`src/rtl/cmdfrm_pkg.sv`:
```
package cmdfrm_pkg;
    localparam int ADDR_W    = 24;
    localparam int DATA_W    = 32;
    localparam int SIZE_W    = 24;
    localparam int CRC_W     = 7;
    localparam int FRAME_MAX = 9;
    localparam int IDX_W     = $clog2(FRAME_MAX + 1);
    localparam logic [CRC_W-1:0] CRC_SEED = '1;
    localparam logic [CRC_W-1:0] CRC_POLY = 7'h09;

    localparam logic [7:0] OP_DMA_WR   = 8'hC1;
    localparam logic [7:0] OP_DMA_RD   = 8'hC2;
    localparam logic [7:0] OP_INT_WR   = 8'hC3;
    localparam logic [7:0] OP_INT_RD   = 8'hC4;
    localparam logic [7:0] OP_TERM     = 8'hC5;
    localparam logic [7:0] OP_REPEAT   = 8'hC6;
    localparam logic [7:0] OP_XDMA_WR  = 8'hC7;
    localparam logic [7:0] OP_XDMA_RD  = 8'hC8;
    localparam logic [7:0] OP_WORD_WR  = 8'hC9;
    localparam logic [7:0] OP_WORD_RD  = 8'hCA;
    localparam logic [7:0] OP_RESET    = 8'hCF;

    function automatic logic op_known(input logic [7:0] op);
        case (op)
            OP_DMA_WR, OP_DMA_RD, OP_INT_WR, OP_INT_RD, OP_TERM, OP_REPEAT,
            OP_XDMA_WR, OP_XDMA_RD, OP_WORD_WR, OP_WORD_RD, OP_RESET:
                op_known = 1'b1;
            default: op_known = 1'b0;
        endcase
    endfunction

    typedef struct packed {
        logic              busy;
        logic [IDX_W-1:0]  idx;
        logic [CRC_W-1:0]  crc;
        logic              done;
        logic              err;
        logic [7:0]        op;
        logic [ADDR_W-1:0] addr;
        logic [DATA_W-1:0] data;
        logic [SIZE_W-1:0] size;
        logic              clkless;
        logic              crc_en;
    } enc_state_t;
endpackage

```
`src/rtl/cmdfrm_layout.sv`:
```
module cmdfrm_layout
    import cmdfrm_pkg::*;
(
    input  logic [7:0]                  op_i,
    input  logic [ADDR_W-1:0]           addr_i,
    input  logic [DATA_W-1:0]           data_i,
    input  logic [SIZE_W-1:0]           size_i,
    input  logic                        clkless_i,
    output logic [IDX_W-1:0]            body_len_o,
    output logic [FRAME_MAX-1:0][7:0]   body_o
);
    localparam int NADDR = ADDR_W / 8;
    localparam int NDATA = DATA_W / 8;

    logic [NADDR-1:0][7:0] abytes;
    logic [NDATA-1:0][7:0] dbytes;
    logic [2:0][7:0]       sbytes;
    logic [7:0]            int_hi;

    genvar g;
    generate
        for (g = 0; g < NADDR; g++) begin : g_abyte
            assign abytes[g] = addr_i[8*g +: 8];
        end
        for (g = 0; g < NDATA; g++) begin : g_dbyte
            assign dbytes[g] = data_i[8*g +: 8];
        end
        for (g = 0; g < 3; g++) begin : g_sbyte
            assign sbytes[g] = size_i[8*g +: 8];
        end
    endgenerate

    assign int_hi = {abytes[1][7] | clkless_i, abytes[1][6:0]};

    always_comb begin
        body_o     = '0;
        body_o[0]  = op_i;
        body_len_o = IDX_W'(4);
        case (op_i)
            OP_WORD_RD: begin
                body_o[1] = abytes[2]; body_o[2] = abytes[1]; body_o[3] = abytes[0];
            end
            OP_INT_RD: begin
                body_o[1] = int_hi; body_o[2] = abytes[0]; body_o[3] = 8'h00;
            end
            OP_TERM, OP_REPEAT: begin
                body_o[1] = 8'h00; body_o[2] = 8'h00; body_o[3] = 8'h00;
            end
            OP_RESET: begin
                body_o[1] = 8'hFF; body_o[2] = 8'hFF; body_o[3] = 8'hFF;
            end
            OP_DMA_WR, OP_DMA_RD: begin
                body_o[1] = abytes[2]; body_o[2] = abytes[1]; body_o[3] = abytes[0];
                body_o[4] = sbytes[1]; body_o[5] = sbytes[0];
                body_len_o = IDX_W'(6);
            end
            OP_XDMA_WR, OP_XDMA_RD: begin
                body_o[1] = abytes[2]; body_o[2] = abytes[1]; body_o[3] = abytes[0];
                body_o[4] = sbytes[2]; body_o[5] = sbytes[1]; body_o[6] = sbytes[0];
                body_len_o = IDX_W'(7);
            end
            OP_INT_WR: begin
                body_o[1] = int_hi; body_o[2] = abytes[0];
                body_o[3] = dbytes[3]; body_o[4] = dbytes[2];
                body_o[5] = dbytes[1]; body_o[6] = dbytes[0];
                body_len_o = IDX_W'(7);
            end
            OP_WORD_WR: begin
                body_o[1] = abytes[2]; body_o[2] = abytes[1]; body_o[3] = abytes[0];
                body_o[4] = dbytes[3]; body_o[5] = dbytes[2];
                body_o[6] = dbytes[1]; body_o[7] = dbytes[0];
                body_len_o = IDX_W'(8);
            end
            default: body_len_o = IDX_W'(4);
        endcase
    end
endmodule

```
`src/rtl/cmdfrm_crc7.sv`:
```
module cmdfrm_crc7 #(
    parameter int                CRC_W = 7,
    parameter logic [CRC_W-1:0]  POLY  = 7'h09,
    parameter int                BYTE_W = 8
) (
    input  logic [CRC_W-1:0]  crc_i,
    input  logic [BYTE_W-1:0] byte_i,
    output logic [CRC_W-1:0]  crc_o
);
    always_comb begin
        logic [CRC_W-1:0] c;
        logic             fb;
        c = crc_i;
        for (int i = BYTE_W - 1; i >= 0; i--) begin
            fb = c[CRC_W-1] ^ byte_i[i];
            c  = {c[CRC_W-2:0], 1'b0} ^ (fb ? POLY : '0);
        end
        crc_o = c;
    end
endmodule

```
`src/rtl/cmdfrm_encoder.sv`:
```
module cmdfrm_encoder
    import cmdfrm_pkg::*;
(
    input  logic              clk,
    input  logic              rst_n,
    input  logic              start_i,
    input  logic [7:0]        opcode_i,
    input  logic [ADDR_W-1:0] addr_i,
    input  logic [DATA_W-1:0] data_i,
    input  logic [SIZE_W-1:0] size_i,
    input  logic              clockless_i,
    input  logic              crc_en_i,
    input  logic              byte_ready_i,
    output logic              byte_valid_o,
    output logic [7:0]        byte_data_o,
    output logic              busy_o,
    output logic              done_o,
    output logic              err_o
);
    enc_state_t state_d, state_q;

    logic [IDX_W-1:0]          body_len;
    logic [FRAME_MAX-1:0][7:0] body;
    logic [IDX_W-1:0]          frame_len;
    logic                      last_byte;
    logic                      trailer_sel;
    logic [CRC_W-1:0]          crc_next;

    cmdfrm_layout u_layout (
        .op_i       (state_q.op),
        .addr_i     (state_q.addr),
        .data_i     (state_q.data),
        .size_i     (state_q.size),
        .clkless_i  (state_q.clkless),
        .body_len_o (body_len),
        .body_o     (body)
    );

    cmdfrm_crc7 #(.CRC_W(CRC_W), .POLY(CRC_POLY)) u_crc (
        .crc_i  (state_q.crc),
        .byte_i (byte_data_o),
        .crc_o  (crc_next)
    );

    assign frame_len   = body_len + IDX_W'(state_q.crc_en);
    assign last_byte   = (state_q.idx == frame_len - IDX_W'(1));
    assign trailer_sel = state_q.crc_en && (state_q.idx == body_len);
    assign byte_data_o = trailer_sel ? {state_q.crc, 1'b0} : body[state_q.idx];

    always_comb begin
        state_d      = state_q;
        state_d.done = 1'b0;
        state_d.err  = 1'b0;
        if (state_q.busy) begin
            if (byte_ready_i) begin
                state_d.crc = crc_next;
                state_d.idx = state_q.idx + IDX_W'(1);
                if (last_byte) begin
                    state_d.busy = 1'b0;
                    state_d.done = 1'b1;
                end
            end
        end else if (start_i) begin
            if (op_known(opcode_i)) begin
                state_d.busy    = 1'b1;
                state_d.idx     = '0;
                state_d.crc     = CRC_SEED;
                state_d.op      = opcode_i;
                state_d.addr    = addr_i;
                state_d.data    = data_i;
                state_d.size    = size_i;
                state_d.clkless = clockless_i;
                state_d.crc_en  = crc_en_i;
            end else begin
                state_d.err = 1'b1;
            end
        end
    end

    always_ff @(posedge clk) begin
        if (!rst_n) state_q <= '0;
        else        state_q <= state_d;
    end

    assign busy_o       = state_q.busy;
    assign byte_valid_o = state_q.busy;
    assign done_o       = state_q.done;
    assign err_o        = state_q.err;

    a_r9_hold_byte: assert property (@(posedge clk) disable iff (!rst_n)
        (byte_valid_o && !byte_ready_i) |=> (byte_valid_o && $stable(byte_data_o)));

    a_r10_done_once: assert property (@(posedge clk) disable iff (!rst_n)
        done_o |=> !done_o);

    a_r10_done_after_frame: assert property (@(posedge clk) disable iff (!rst_n)
        done_o |-> (!busy_o && $past(busy_o) && $past(byte_ready_i)));

    a_r11_err_idle: assert property (@(posedge clk) disable iff (!rst_n)
        err_o |-> (!busy_o && !$past(busy_o) && $past(start_i)));

    a_r2_busy_from_start: assert property (@(posedge clk) disable iff (!rst_n)
        $rose(busy_o) |-> ($past(start_i) && byte_data_o == $past(opcode_i)));

    a_r12_start_ignored: assert property (@(posedge clk) disable iff (!rst_n)
        (busy_o && start_i && !byte_ready_i) |=> ($stable(state_q.op) && $stable(state_q.idx)));

    a_r3_body_len: assert property (@(posedge clk) disable iff (!rst_n)
        byte_valid_o |-> (body_len >= IDX_W'(4) && body_len <= IDX_W'(FRAME_MAX - 1)));

    a_r7_trailer_lsb: assert property (@(posedge clk) disable iff (!rst_n)
        (byte_valid_o && trailer_sel) |-> (last_byte && !byte_data_o[0]));
endmodule

```
`config.mk`:
```
export PLATFORM = sky130hd
export DESIGN_NAME = cmdfrm_encoder
export DESIGN_NICKNAME = d
export VERILOG_FILES = /design/src/rtl/cmdfrm_pkg.sv /design/src/rtl/cmdfrm_layout.sv /design/src/rtl/cmdfrm_crc7.sv /design/src/rtl/cmdfrm_encoder.sv
export SDC_FILE = /design/constraint.sdc
export NUM_CORES = 1
export LEC_CHECK = 0
export ABC_AREA = 1
export ABC_CLOCK_PERIOD_IN_PS = 3020
export BUFFER_PORTS_ARGS = -buffer_cell sky130_fd_sc_hd__buf_2
export CELL_PAD_IN_SITES_DETAIL_PLACEMENT = 0
export CELL_PAD_IN_SITES_GLOBAL_PLACEMENT = 2
export CORE_ASPECT_RATIO = 1.1
export CORE_MARGIN = 3
export CORE_UTILIZATION = 31
export DETAILED_ROUTE_END_ITERATION = 10
export PLACE_DENSITY_LB_ADDON = 0.1
export SLEW_MARGIN = 20
export SYNTH_ARGS = -nofsm -noshare
export SYNTH_HDL_FRONTEND = slang
export SYNTH_HIERARCHICAL = 1
export SYNTH_SLANG_ARGS = --single-unit
```
`constraint.sdc`:
```
create_clock -name clk -period 3.02 [get_ports clk]
set_input_delay 0.604 -clock clk [delete_from_list [all_inputs] [get_ports clk]]
set_output_delay 0.604 -clock clk [all_outputs]
set_load 0.02 [all_outputs]
```
==> results.md <==
* Dpl ws at -0.07301 ns
* Crit. End Element: output pin
* Clock-pin transition on the worst setup and hold timing paths at 0.07 ns
* Rows at 57
* Initial Utilization at 0.3161
* Worst EP arrival at 2.49 ns
* Share of cells above drive strength 1 at 0.3206
* Hpwl dp at 16860 um
* Post-synth top flop: dfxtp_1
* Fin crit share at 1.024
* Mapped cell area at 6989 um^2
* Final min period at 3.092 ns
* GR Util All Layers at 0.1989
* Startpoint types: flip-flop
* Initial DRC count at 454
* Critical Path Max Stage Delay at 0.38 ns
* Net switching power at 0.0007556 W
* Routability cong. at 0.8542
* Largest net degree at the start of global routing at 86
* Number of enable flip-flop cells after synthesis at 0
* Sequential power share at 0.483
* GRT overflow at 0
* DRC viols at 0
* Sink Count at 104
* Number of distinct library cells after synthesis at 36
* WL per Instance at 16.25 um
* Register area share after synthesis at 0.2979
* Worst Hold Class: flip-flop to flip-flop
* Placed insts at 1425
* Slew @ Worst Pin at 0.5279 ns
* Core ar. at 22110 um^2
* Design Power at 0.002894 W
* Number of CTS-inserted buffers at 9
* Die X at 149.2 um
* Max frequency at 323.4 MHz
* Ratio of total power to cell area at 317.0 nW/um^2
* Switching share of total power at 0.2611
* Layout area overhead at 30.63%
* Hold buffer count at cts at 0
* I/O pin count at 106
* RSZ-0062 raised after global routing: yes
* Worst Path Max Fanout at 12
* Failing checks: negative setup slack
* Crit path max-delay cell type: dfxtp_4
* Synthesized flop and latch total at 104
* Status: complete, but fails checks
* Asr flop ratio synth at 0
* Worst slew margin at 0.6480
* Post-synth top area share at 0.2979
* Final setup TNS at -0.2921 ns
* Maximum capacitance violations at 0
* Largest cells by area after synthesis: dfxtp_1 (30%), nand3_1 (15%), nand2_1 (14%)
* Die Ht at 163.5 um
* Setup CP Type: flip-flop to output pin
* Via-to-Cell Ratio at 4.885
* Share of power burned in the clock network at 0.426
* Syn Area/Cell at 6.514 um^2
* Ant. Diodes at 0
* Internal power at 0.002138 W
* Die ar. at 24390 um^2
* Vias in the first global route at 6992
* Leakage at 3.542 nW
* TritonRoute pass-1 iters at 5
* Ys Warns at 6
* Skew-Pair Late Insertion Delay at 0.36 ns
* Final WS setup at -0.07200 ns
* Pins over their slew limit at 0
* Post-Syn Instances at 1073
* Clk buf depth at 2
* Worst path required time at 2.42 ns
* PortBufs at 105
* Non-Filler Instances at 1496
* NumNets Final at 1294
* R2r setup slk at 0.13 ns
* Logic pwr share at 0.091
* Layout fillers at 2402
* Final ANT Viol Nets at 0
* CTS root buffer: clkbuf_16
* CP Cell Sequence: nand2_8 -> nor2_8 -> buf_6 -> nand4_1 -> buf_4 -> buf_4 -> clkbuf_16 -> nand3_1 -> nor2_1 -> nor2_1 -> o21ai_0 -> nand3_1 -> nand3_2 -> a21oi_2 -> buf_6
* Post-synth top area cell: dfxtp_1
* Vias at 7308
* Routed wire length at 24310 um
* Final hold viol count at 0
* TritonCTS clock tree: done
* Most frequent cells in the layout: nand2_1 (243), nand3_1 (191), nor2_1 (99)
* Number of endpoints failing setup at the final stage at 7
* Post-Route Skew at 0.009353 ns
* Initial antenna violation count at 0
* Fin util at 0.4130
* Max rail drop VDD at 0.0002165 V
* First-pass GRT wire length at 38700 um
* H-tree depth at 3
* Most common cell after layout, fill and taps aside: nand2_1
-- what timing repair did --
item,CTS,global route
endpoints found under the hold margin,0,0
setup endpoints to repair,10,13
cloned,9,3
resized for setup,120,20
setup buffers,33,12
pin swaps,37,16
-- synth_stat cells, types with 2 or more instances --
master,number
nand2_1,255
nor2_1,107
nand3_1,209
nor2_4,3
clkbuf_1,28
dfxtp_1,104
a31oi_1,7
and2_1,2
inv_1,68
buf_6,3
buf_2,36
a21oi_2,40
buf_4,19
xnor2_1,4
inv_2,6
o21ai_0,34
o21ai_1,3
nor2_2,4
ha_1,3
nand2_2,9
nand3_2,40
a21oi_1,61
o211ai_1,9
nand4_1,3
buf_12,5
-- power groups by stage --
| stage | combinational, W | sequential (W) | clock, W |
|---|---|---|---|
| finish | 0.000263 | 0.00140 | 0.00123 |
| global route | 0.000296 | 0.00140 | 0.00133 |
| CTS | 0.000265 | 0.00140 | 0.00127 |
| detailed placement | 0.000251 | 0.00143 | 0 |
| global placement | 0.000250 | 0.00144 | 0 |
| floorplan | 0.000153 | 0.00143 | 0 |
-- area by class of cell --
cell class | count | area, um^2 | area share
Multi-Input combinational cell | 812 | 4448 | 0.4872
Clock inverter | 6 | 75.07 | 0.008223
Tap cell | 295 | 369.1 | 0.04043
Clock buffer | 9 | 225.2 | 0.02467
Inverter | 75 | 294.0 | 0.03221
Timing Repair Buffer | 194 | 1603 | 0.1756
Sequential cell | 104 | 2107 | 0.2308
Timing Repair inverter | 1 | 8.758 | 0.0009593
-- worst max-delay path: cells and delay by family, from the launching register on --
kind,cells,cell delay (ns)
AOI/OAI and AO/OA,2,0.28
buffers and inverters,5,0.75
DFF,1,0.38
and+or+nand+nor,8,0.72
-- routing by layer --
metal | vias to the layer above | share of wire | GRT usage
met3 | 36 | 0.035 | 0.02830
met1 | 3357 | 0.49 | 0.2839
met2 | 153 | 0.44 | 0.3104
met5 | - | 0 | 0
met4 | 0 | 0.027 | 0.06076
li1 | 3762 | - | -
-- final timing paths --
path / start / end / cells past startpoint
worst max register to register: state_q[89] / state_q[96] / 24
worst min register to register: state_q[87] / state_q[87] / 2
worst min-delay path: state_q[87] / state_q[87] / 2
worst max-delay path: state_q[89] / byte_data_o[5] / 15
-- through the flow --
| stage | hold slack [ns] | cell area [um^2] |
|---|---|---|
| final | 0.4619 | 9130 |
| after global routing | 0.4852 | 9130 |
| after CTS | 0.4611 | 8926 |
| after detailed placement | 0.4532 | 7747 |
| after global placement | 0.4520 | 7747 |
| after floorplan | 0.4325 | 7015 |
-- cells by family after synthesis --
kind of cell,synth area share
AO/OA/AOI/OAI,0.1384
XOR/XNOR,0.005012
adder cells (fa/ha/maj),0.005371
buffers and inverters,0.1212
flip-flops,0.2979
other,0.0005365
AND/OR/NAND/NOR,0.4316
-- registers in the layout, indices dropped and copies added (netlist names) --
register  flops
state_q     101
busy_o        1
done_o        1
err_o         1
Power figures use the tool's default switching activity.
